`src/rtl/eit_pkg.sv`:
```
package eit_pkg;
  localparam int DATA_W = 32;
  localparam int N_CLS  = 3;

  // control word bit positions
  localparam int BIT_ARM = 31;
  localparam int BIT_RST = 30;
  localparam int BIT_CE  = 6;
  localparam int BIT_DE  = 5;
  localparam int BIT_UE  = 4;

  localparam int OFS_CTRL   = 0;
  localparam int OFS_RELOAD = 1;

  localparam logic [DATA_W-1:0] CTRL_MASK =
    (DATA_W'(1) << BIT_ARM) | (DATA_W'(1) << BIT_RST) |
    (DATA_W'(1) << BIT_CE)  | (DATA_W'(1) << BIT_DE)  | (DATA_W'(1) << BIT_UE);

  typedef struct packed {
    logic arm;
    logic restart;
    logic ue;
    logic de;
    logic ce;
  } ctrl_t;

  function automatic logic [DATA_W-1:0] ctrl_pack(ctrl_t c);
    logic [DATA_W-1:0] w;
    w = '0;
    w[BIT_ARM] = c.arm;
    w[BIT_RST] = c.restart;
    w[BIT_CE]  = c.ce;
    w[BIT_DE]  = c.de;
    w[BIT_UE]  = c.ue;
    return w;
  endfunction
endpackage

```
`src/rtl/eit_regs.sv`:
```
module eit_regs
  import eit_pkg::*;
#(
  parameter int CNT_W  = 32,
  parameter int ADDR_W = 2
) (
  input  logic              clk,
  input  logic              rst,
  input  logic              wr_en,
  input  logic [ADDR_W-1:0] wr_addr,
  input  logic [DATA_W-1:0] wr_data,
  input  logic [ADDR_W-1:0] rd_addr,
  output logic [DATA_W-1:0] rd_data,
  output ctrl_t             ctrl_q,
  output logic [CNT_W-1:0]  reload_q,
  output logic              arm_rise,
  output logic              arm_clear
);
  localparam logic [ADDR_W-1:0] A_CTRL   = ADDR_W'(OFS_CTRL);
  localparam logic [ADDR_W-1:0] A_RELOAD = ADDR_W'(OFS_RELOAD);

  logic wr_ctrl, wr_rel;
  logic [DATA_W-1:0] rel_ext;

  assign wr_ctrl   = wr_en && (wr_addr == A_CTRL);
  assign wr_rel    = wr_en && (wr_addr == A_RELOAD);
  assign arm_rise  = wr_ctrl && wr_data[BIT_ARM] && !ctrl_q.arm;
  assign arm_clear = wr_ctrl && !wr_data[BIT_ARM];

  always_ff @(posedge clk) begin
    if (rst) begin
      ctrl_q <= '0;
    end else if (wr_ctrl) begin
      ctrl_q.arm     <= wr_data[BIT_ARM];
      ctrl_q.restart <= wr_data[BIT_RST];
      ctrl_q.ce      <= wr_data[BIT_CE];
      ctrl_q.de      <= wr_data[BIT_DE];
      ctrl_q.ue      <= wr_data[BIT_UE];
    end
  end

  always_ff @(posedge clk) begin
    if (rst) reload_q <= '0;
    else if (wr_rel) reload_q <= wr_data[CNT_W-1:0];
  end

  always_comb begin
    rel_ext = '0;
    rel_ext[CNT_W-1:0] = reload_q;
  end

  always_ff @(posedge clk) begin
    if (rst) begin
      rd_data <= '0;
    end else begin
      case (rd_addr)
        A_CTRL:   rd_data <= ctrl_pack(ctrl_q);
        A_RELOAD: rd_data <= rel_ext;
        default:  rd_data <= '0;
      endcase
    end
  end


  rsvd_zero_chk: assert property (@(posedge clk) disable iff (rst)
    ($past(rd_addr) == A_CTRL) |-> ((rd_data & ~CTRL_MASK) == '0));
endmodule

```
`src/rtl/eit_core.sv`:
```
module eit_core #(
  parameter int CNT_W = 32
) (
  input  logic             clk,
  input  logic             rst,
  input  logic             load,
  input  logic             halt,
  input  logic             restart,
  input  logic [CNT_W-1:0] reload,
  output logic [CNT_W-1:0] cnt_q,
  output logic             run_q,
  output logic             expire
);
  logic at_zero;
  assign at_zero = (cnt_q == '0);
  assign expire  = run_q && at_zero && !halt;

  always_ff @(posedge clk) begin
    if (rst) begin
      cnt_q <= '0;
      run_q <= 1'b0;
    end else if (load) begin
      cnt_q <= reload;
      run_q <= 1'b1;
    end else if (halt) begin
      run_q <= 1'b0;
    end else if (run_q) begin
      if (at_zero) begin
        if (restart) cnt_q <= reload;
        else         run_q <= 1'b0;
      end else begin
        cnt_q <= cnt_q - CNT_W'(1);
      end
    end
  end


  dec_step_chk: assert property (@(posedge clk) disable iff (rst)
    (run_q && !at_zero && !load && !halt) |=> (cnt_q == $past(cnt_q) - CNT_W'(1)));


  idle_hold_chk: assert property (@(posedge clk) disable iff (rst)
    (!run_q && !load) |=> $stable(cnt_q));
endmodule

```
`src/rtl/eit_strobe.sv`:
```
module eit_strobe #(
  parameter int N = 3
) (
  input  logic         clk,
  input  logic         rst,
  input  logic         expire,
  input  logic [N-1:0] cls_en,
  output logic [N-1:0] inj
);
  for (genvar i = 0; i < N; i++) begin : g_cls
    logic q;
    always_ff @(posedge clk) begin
      if (rst) q <= 1'b0;
      else     q <= expire & cls_en[i];
    end
    assign inj[i] = q;
  end
endmodule

```
`src/rtl/err_inject_timer.sv`:
```
module err_inject_timer
  import eit_pkg::*;
#(
  parameter int CNT_W  = 32,
  parameter int ADDR_W = 2
) (
  input  logic              clk,
  input  logic              rst,
  input  logic              wr_en,
  input  logic [ADDR_W-1:0] wr_addr,
  input  logic [31:0]       wr_data,
  input  logic [ADDR_W-1:0] rd_addr,
  output logic [31:0]       rd_data,
  output logic              inj_ce,
  output logic              inj_de,
  output logic              inj_ue,
  output logic [CNT_W-1:0]  cnt_value,
  output logic              cnt_running
);
  ctrl_t            ctrl_q;
  logic [CNT_W-1:0] reload_q;
  logic             arm_rise, arm_clear, expire;
  logic [N_CLS-1:0] cls_en, inj;

  eit_regs #(.CNT_W(CNT_W), .ADDR_W(ADDR_W)) u_regs (
    .clk(clk), .rst(rst), .wr_en(wr_en), .wr_addr(wr_addr), .wr_data(wr_data),
    .rd_addr(rd_addr), .rd_data(rd_data), .ctrl_q(ctrl_q), .reload_q(reload_q),
    .arm_rise(arm_rise), .arm_clear(arm_clear)
  );

  eit_core #(.CNT_W(CNT_W)) u_core (
    .clk(clk), .rst(rst), .load(arm_rise), .halt(arm_clear),
    .restart(ctrl_q.restart), .reload(reload_q),
    .cnt_q(cnt_value), .run_q(cnt_running), .expire(expire)
  );

  assign cls_en = {ctrl_q.ue, ctrl_q.de, ctrl_q.ce};

  eit_strobe #(.N(N_CLS)) u_strobe (
    .clk(clk), .rst(rst), .expire(expire), .cls_en(cls_en), .inj(inj)
  );

  assign inj_ce = inj[0];
  assign inj_de = inj[1];
  assign inj_ue = inj[2];


  arm_load_chk: assert property (@(posedge clk) disable iff (rst)
    $rose(ctrl_q.arm) |-> ((cnt_value == $past(reload_q)) && cnt_running));


  disarmed_quiet_chk: assert property (@(posedge clk) disable iff (rst)
    !ctrl_q.arm |=> !(inj_ce || inj_de || inj_ue));


  strobe_src_chk: assert property (@(posedge clk) disable iff (rst)
    (inj_ce || inj_de || inj_ue) |-> ($past(cnt_running) && ($past(cnt_value) == '0)));
endmodule

```
`config.mk`:
```
export PLATFORM = sky130hd
export DESIGN_NAME = err_inject_timer
export DESIGN_NICKNAME = d
export VERILOG_FILES = /design/src/rtl/eit_pkg.sv /design/src/rtl/eit_regs.sv /design/src/rtl/eit_core.sv /design/src/rtl/eit_strobe.sv /design/src/rtl/err_inject_timer.sv
export SDC_FILE = /design/constraint.sdc
export NUM_CORES = 1
export LEC_CHECK = 0
export BUFFER_PORTS_ARGS = -buffer_cell sky130_fd_sc_hd__buf_2
export CORE_UTILIZATION = 57
export CTS_CLUSTER_SIZE = 12
export DETAILED_ROUTE_END_ITERATION = 8
export PLACE_DENSITY = 0.87
export SKIP_LAST_GASP = 1
export SYNTH_ARGS = -nofsm -noshare
export SYNTH_HDL_FRONTEND = slang
export SYNTH_SLANG_ARGS = --single-unit
```
`constraint.sdc`:
```
create_clock -name clk -period 3.8 [get_ports clk]
set_clock_uncertainty 0.2 [all_clocks]
set_input_delay 0.38 -clock clk [delete_from_list [all_inputs] [get_ports clk]]
set_output_delay 0.38 -clock clk [all_outputs]
set_load 0.01 [all_outputs]
```
* Word level (Yosys, flattened, before mapping)
Index checks and enable logic that the tools add are counted.
Word-level totals: register bits 105, input port bits 39, word-level logic and storage cells 46, output and inout bits 68
Operators by class: add/subtract/negate cells 1, multiplexer cells 11, bitwise logic cells 3, equality and inequality tests 4, reduce and logical (&&, ||, !) cells 15
Operators with widths (number):
- $mux 32 | 5
- $pmux 32 s2 | 1
- $logic_not 32->1 | 1
- $sub 32x1->32 const B | 1
- $logic_and 1x1->1 | 7
- $mux 1 | 5
- $eq 2x1->1 const B | 2
- $logic_not 2->1 | 2
- $and 1x1->1 | 3
- $logic_not 1->1 | 3
- $ne 3x3->1 const B | 1
- $reduce_and 3->1 | 1
- $ne 2x2->1 const B | 1
- $reduce_bool 2->1 | 1

* Logic depth before layout (Yosys ltp)
depth in word-level cells 6, depth in mapped cells 9, depth with buffers taken out 8

* By module
Synthesis repeated with hierarchy kept, for this count alone.
Second synthesis, totals: cell total of the unflattened synthesis 528, area total of the unflattened synthesis 4939.7 um^2
By module, submodules not included:
- eit_regs | area each 2625.0 um^2, instances 1, cells each 233, sequential area each 1381.3 um^2
- eit_core | area each 2205.9 um^2, instances 1, cells each 286, sequential area each 660.6 um^2
- eit_strobe | area each 108.9 um^2, instances 1, cells each 9, sequential area each 60.1 um^2

* Least setup slack after synthesis
OpenSTA, ideal clock, no wires.
path kind register -> register, start point register u_core.cnt_q[0], end point register u_core.cnt_q[19], path buffers 1, setup slack 1515 ps, cell stages (with the launch flop) 10, arrival time 1953 ps, data required time 3468 ps, library setup time 132 ps, clock period less this slack 2285 ps, cells stage by stage dfxtp_1 -> inv_1 -> ha_1 -> nor3b_1 -> and4_1 -> a31oi_1 -> buf_2 -> mux2_2 -> nand2_1 -> a21oi_1
On the way: cells in the longest elaborated chain, start to end 5, elaborated cells on any way between the ends 8, classes of those cells add/sub: 1; eq/ne: 1; mux: 4; reduce/logical: 2
Ends and longest elaborated chain:
- start: declaration | RTL line eit_core.sv:10 | output logic [CNT_W-1:0] cnt_q,
- start signal: assignment | RTL line eit_core.sv:23 | cnt_q <= reload;
- start signal: assignment | RTL line eit_core.sv:29 | if (restart) cnt_q <= reload;
- start signal: assignment | RTL line eit_core.sv:32 | cnt_q <= cnt_q - CNT_W'(1);
- $sub 32x1->32 or $logic_not 32->1 (tied branches) | RTL line eit_core.sv:32, eit_core.sv:15
- $mux 32 | RTL line eit_core.sv:28 | if (at_zero) begin
- $mux 32 | RTL line eit_core.sv:27 | end else if (run_q) begin
- $mux 32 | RTL line eit_core.sv:25 | end else if (halt) begin
- $mux 32 | RTL line eit_core.sv:22 | end else if (load) begin
Parallel ways exist; a longest one is shown, timed or not. The select of a mux whose other input is x is not followed. A chain may end at the register's enable or synchronous reset.

* Final worst setup path
start point register u_core.cnt_q[0], end point register u_core.cnt_q[3]
The elaborated chain is that of the path after synthesis.

==> impl_metrics.prom <==
# TYPE chip_impl_metric gauge
chip_impl_metric{name="post_synth_inst_count",unit=""} 552
chip_impl_metric{name="numCtsBuffers",unit=""} 9
chip_impl_metric{name="post_synth.cell_area_avg",unit="um2"} 8.12
chip_impl_metric{name="fin_ws",unit="ns"} 0.875
chip_impl_metric{name="drt_first_pass_iters",unit=""} 4
chip_impl_info{name="chain_of_cells_forming_the_critical_path",value="inv_1 > ha_1 > nor3b_1 > and4_1 > a31oi_2 > mux2_2 > nand2_1 > a21oi_1"} 1
chip_impl_metric{name="rows",unit=""} 31
chip_impl_info{name="hp-class",value="input pin to flop"} 1
chip_impl_metric{name="layout.area.seq",unit="um2"} 2100
chip_impl_metric{name="finalHoldViolations",unit=""} 0
chip_impl_info{name="rsz0062_at_grt",value="false"} 1
chip_impl_metric{name="die_height",unit="um"} 90.7
chip_impl_metric{name="core_area",unit="um2"} 7410
chip_impl_metric{name="initial_antenna_violation_count",unit=""} 0
chip_impl_info{name="hold-path-endpoint",value="u_regs.reload_q[16]"} 1
chip_impl_metric{name="mappedNetlistArea",unit="um2"} 4480
chip_impl_metric{name="fillerInstances",unit=""} 607
chip_impl_info{name="start_of_the_worst_register_to_register_path",value="u_core.cnt_q[0]"} 1
chip_impl_metric{name="detailed_router_s_first_iteration_violation_count",unit=""} 305
chip_impl_metric{name="yosys.area.top_type_share",unit="%"} 46.9
chip_impl_metric{name="ctsHoldBuffers",unit=""} 0
chip_impl_info{name="outcome",value="complete, no violations"} 1
chip_impl_metric{name="timing.critical_path.arrival",unit="ns"} 2.94
chip_impl_metric{name="post-cts-setup-buffer-count",unit=""} 0
chip_impl_metric{name="synth_seq_cells",unit=""} 105
chip_impl_metric{name="path_max_fanout",unit=""} 21
chip_impl_metric{name="design_area",unit="um2"} 5240
chip_impl_metric{name="wl_per_cell",unit="um"} 15.2
chip_impl_metric{name="first_global_vias",unit=""} 3985
chip_impl_metric{name="port_buffers",unit=""} 106
chip_impl_metric{name="number_of_enable_flip_flop_cells_after_synthesis",unit=""} 0
chip_impl_metric{name="multiInputGateArea",unit="um2"} 2180
chip_impl_metric{name="vias",unit=""} 4264
chip_impl_info{name="crit_path_top_delay_cell",value="sky130_fd_sc_hd__a31oi_2"} 1
chip_impl_info{name="critical_path.startpoint",value="u_core.cnt_q[0]"} 1
chip_impl_metric{name="fp.dieArea",unit="um2"} 8220
chip_impl_metric{name="numClockSinks",unit=""} 105
chip_impl_metric{name="clk_transition_reported_paths",unit="ns"} 0.09
chip_impl_metric{name="die-width",unit="um"} 90.7
chip_impl_metric{name="r2r_slack",unit="ns"} 0.87
chip_impl_metric{name="area_growth",unit="%"} 17.0
chip_impl_metric{name="placement_cell_area",unit="um2"} 5020
chip_impl_info{name="synth_top_cells_by_area",value="sky130_fd_sc_hd__dfxtp_1, sky130_fd_sc_hd__a21oi_1, sky130_fd_sc_hd__nand2_1"} 1
chip_impl_metric{name="worst_skew_pair.late_latency",unit="ns"} 0.36
chip_impl_metric{name="yosysWarnings",unit=""} 0
chip_impl_metric{name="detailed_place_hpwl",unit="mm"} 7.58
chip_impl_info{name="clock-root-buffer",value="sky130_fd_sc_hd__clkbuf_8"} 1
chip_impl_metric{name="synth_cell_types",unit=""} 50
chip_impl_metric{name="place.gp.congestion",unit=""} 0.854
chip_impl_metric{name="placement.setup.worst_slack",unit="ns"} 0.825
chip_impl_metric{name="max_slew.worst_pin.slew",unit="ns"} 1.19
chip_impl_metric{name="critPathMaxStageDelay",unit="ns"} 0.88
chip_impl_metric{name="timing.max_cap.violations",unit=""} 0
chip_impl_metric{name="ios",unit=""} 107
chip_impl_metric{name="report.final.setup_viol",unit=""} 0
chip_impl_metric{name="holdPathStages",unit=""} 3
chip_impl_metric{name="worst-r2r-cell-count",unit=""} 8
chip_impl_metric{name="fin_tns_setup",unit="ns"} 0
chip_impl_metric{name="postCtsResizedCells",unit=""} 0
chip_impl_metric{name="wire_length_of_the_first_global_routing_pass",unit="mm"} 18.6
chip_impl_metric{name="maxSlewViolCount",unit=""} 0
chip_impl_info{name="critical_path.endpoint_type",value="flop"} 1
chip_impl_metric{name="drc_errors",unit=""} 0
chip_impl_metric{name="slew_headroom",unit="%"} 20.5
chip_impl_info{name="cts_tree",value="built"} 1
chip_impl_metric{name="global_route.usage.total",unit="%"} 27.8
chip_impl_metric{name="mappedNetlistNets",unit=""} 593
chip_impl_metric{name="fraction_of_final_layout_cells_sized_beyond_drive_strength_1",unit="%"} 22.0
chip_impl_info{name="rr_endpoint",value="u_core.cnt_q[3]"} 1
chip_impl_metric{name="post-route-min-period",unit="ns"} 2.93
chip_impl_metric{name="maxClockFrequency",unit="GHz"} 0.342
chip_impl_metric{name="design.final.nets",unit=""} 678
chip_impl_info{name="synthFlopType",value="sky130_fd_sc_hd__dfxtp_1"} 1
chip_impl_metric{name="synth-seq-area-share",unit="%"} 46.9
chip_impl_metric{name="pin_count_of_the_biggest_net_entering_global_routing",unit=""} 68
chip_impl_metric{name="ant_nets",unit=""} 0
chip_impl_metric{name="worst-endpoint-required",unit="ns"} 3.82
chip_impl_info{name="worstSetupStartpointType",value="flop"} 1
chip_impl_metric{name="wl",unit="mm"} 11.3
chip_impl_metric{name="cts.path.max_buffers",unit=""} 2
chip_impl_metric{name="diodes_inserted",unit=""} 0
chip_impl_metric{name="avgViaCountPerCell",unit=""} 5.75
chip_impl_metric{name="layout.core_utilization",unit="%"} 70.8
chip_impl_metric{name="grt_overflow_total",unit=""} 0
chip_impl_metric{name="htree_num_levels",unit=""} 3
chip_impl_metric{name="fin_crit_sh",unit="%"} 77.0
chip_impl_info{name="hold_path.startpoint",value="wr_data[16]"} 1
chip_impl_metric{name="initial_utilization",unit="%"} 60.5
chip_impl_info{name="timing_worst_setup_path_type",value="flop to flop"} 1
chip_impl_info{name="post-synth-top-area-cell",value="sky130_fd_sc_hd__dfxtp_1"} 1
chip_impl_metric{name="async_reset_ff_share",unit="%"} 0
[synthesized netlist by cell type, types with 3 or more instances]
| library cell | instances |
|---|---|
| sky130_fd_sc_hd__nand2_1 | 94 |
| sky130_fd_sc_hd__a21o_1 | 8 |
| sky130_fd_sc_hd__nand3_1 | 14 |
| sky130_fd_sc_hd__and4_1 | 3 |
| sky130_fd_sc_hd__inv_1 | 12 |
| sky130_fd_sc_hd__nor4_1 | 6 |
| sky130_fd_sc_hd__a21oi_1 | 82 |
| sky130_fd_sc_hd__and2_1 | 46 |
| sky130_fd_sc_hd__o21ai_1 | 12 |
| sky130_fd_sc_hd__o211ai_1 | 3 |
| sky130_fd_sc_hd__clkbuf_1 | 22 |
| sky130_fd_sc_hd__mux2_2 | 3 |
| sky130_fd_sc_hd__nor3b_1 | 4 |
| sky130_fd_sc_hd__dfxtp_1 | 105 |
| sky130_fd_sc_hd__buf_2 | 11 |
| sky130_fd_sc_hd__nand4_1 | 5 |
| sky130_fd_sc_hd__and3_1 | 7 |
| sky130_fd_sc_hd__a31oi_1 | 6 |
| sky130_fd_sc_hd__mux2i_1 | 5 |
| sky130_fd_sc_hd__o21ai_0 | 28 |
| sky130_fd_sc_hd__nor2_1 | 23 |
| sky130_fd_sc_hd__nor3_1 | 17 |
[how the worst max path moves through the flow]
stage | end | slack [ns] | cells after the start
final | u_core.cnt_q[3] | 0.87 | 8
after global routing | u_core.cnt_q[29] | 0.66 | 5
after CTS | u_core.cnt_q[3] | 0.91 | 8
after detailed placement | u_core.cnt_q[29] | 0.83 | 6
after global placement | u_core.cnt_q[29] | 0.93 | 6
after floorplan | u_core.cnt_q[19] | 1.52 | 9
[critical path: cells and delay by family, from the launching register on]
| family | cells | cell delay (ns) |
|---|---|---|
| multiplexers | 1 | 0.42 |
| buffers and inverters | 1 | 0.11 |
| adder cells (fa/ha/maj) | 1 | 0.23 |
| flip-flops | 1 | 0.39 |
| AND/OR/NAND/NOR | 3 | 0.47 |
| AO/OA/AOI/OAI | 2 | 0.96 |
[stage by stage]
stage / hold WS, ns / cells
2_1_floorplan: 0.240 / 552
3_3_place_gp: 0.250 / 725
3_5_place_dp: 0.258 / 725
4_1_cts: 0.0432 / 741
5_1_grt: 0.0444 / 741
6_report: 0.0478 / 741
[kinds of logic after synthesis]
group,Yosys count,share of synthesized area (%)
AOI/OAI and AO/OA,154,19.5
adders and majority gates,2,0.558
buffers and inverters,49,4.58
DFF,105,46.9
muxes,8,1.87
and+or+nand+nor,234,26.6
[cell type report]
class | count | share of cell area [%]
sequential | 105 | 40.1
inverter | 12 | 0.859
clock buffer | 13 | 3.41
clock inverter | 3 | 0.883
tap | 99 | 2.36
timing repair buffer | 111 | 10.8
multi-input combinational | 398 | 41.6
[flip-flops by register name, summed over array words and instances (netlist names)]
name              count
u_strobe.g_cls.q      3
u_regs.reload_q      32
u_core.cnt_q         32
u_core.run_q          1
u_regs.ctrl_q         5
u_regs.rd_data       32
[per-layer routing]
layer  routed length [um]  part of all wire, %  vias up  track usage [%]
met5                    0                    0        -                0
met1                 4930                   44     1995             36.9
met4                  142                  1.3        0             8.87
met2                 5530                   49      174             46.5
met3                  678                  6.0       16             3.70
li1                     -                    -     2079                -
[placed cells by master, fill, tap and decap left out, drive strengths merged, types with 2 or more instances in the layout]
master,count
o2111ai,2
dfxtp,105
o22ai,2
nor3b,4
clkbuf,13
o211ai,3
o21ai,40
a32oi,2
nand4,5
a21oi,82
inv,12
and4,3
nor3,17
nand3,14
mux2,3
mux2i,5
a31oi,6
nor2,24
nand2,96
buf,111
and2,47
a21o,8
and3,7
ha,2
nor4,9
Power is not shown: default switching activity piles up to over one toggle a cycle in this logic, so the estimate is an artifact.
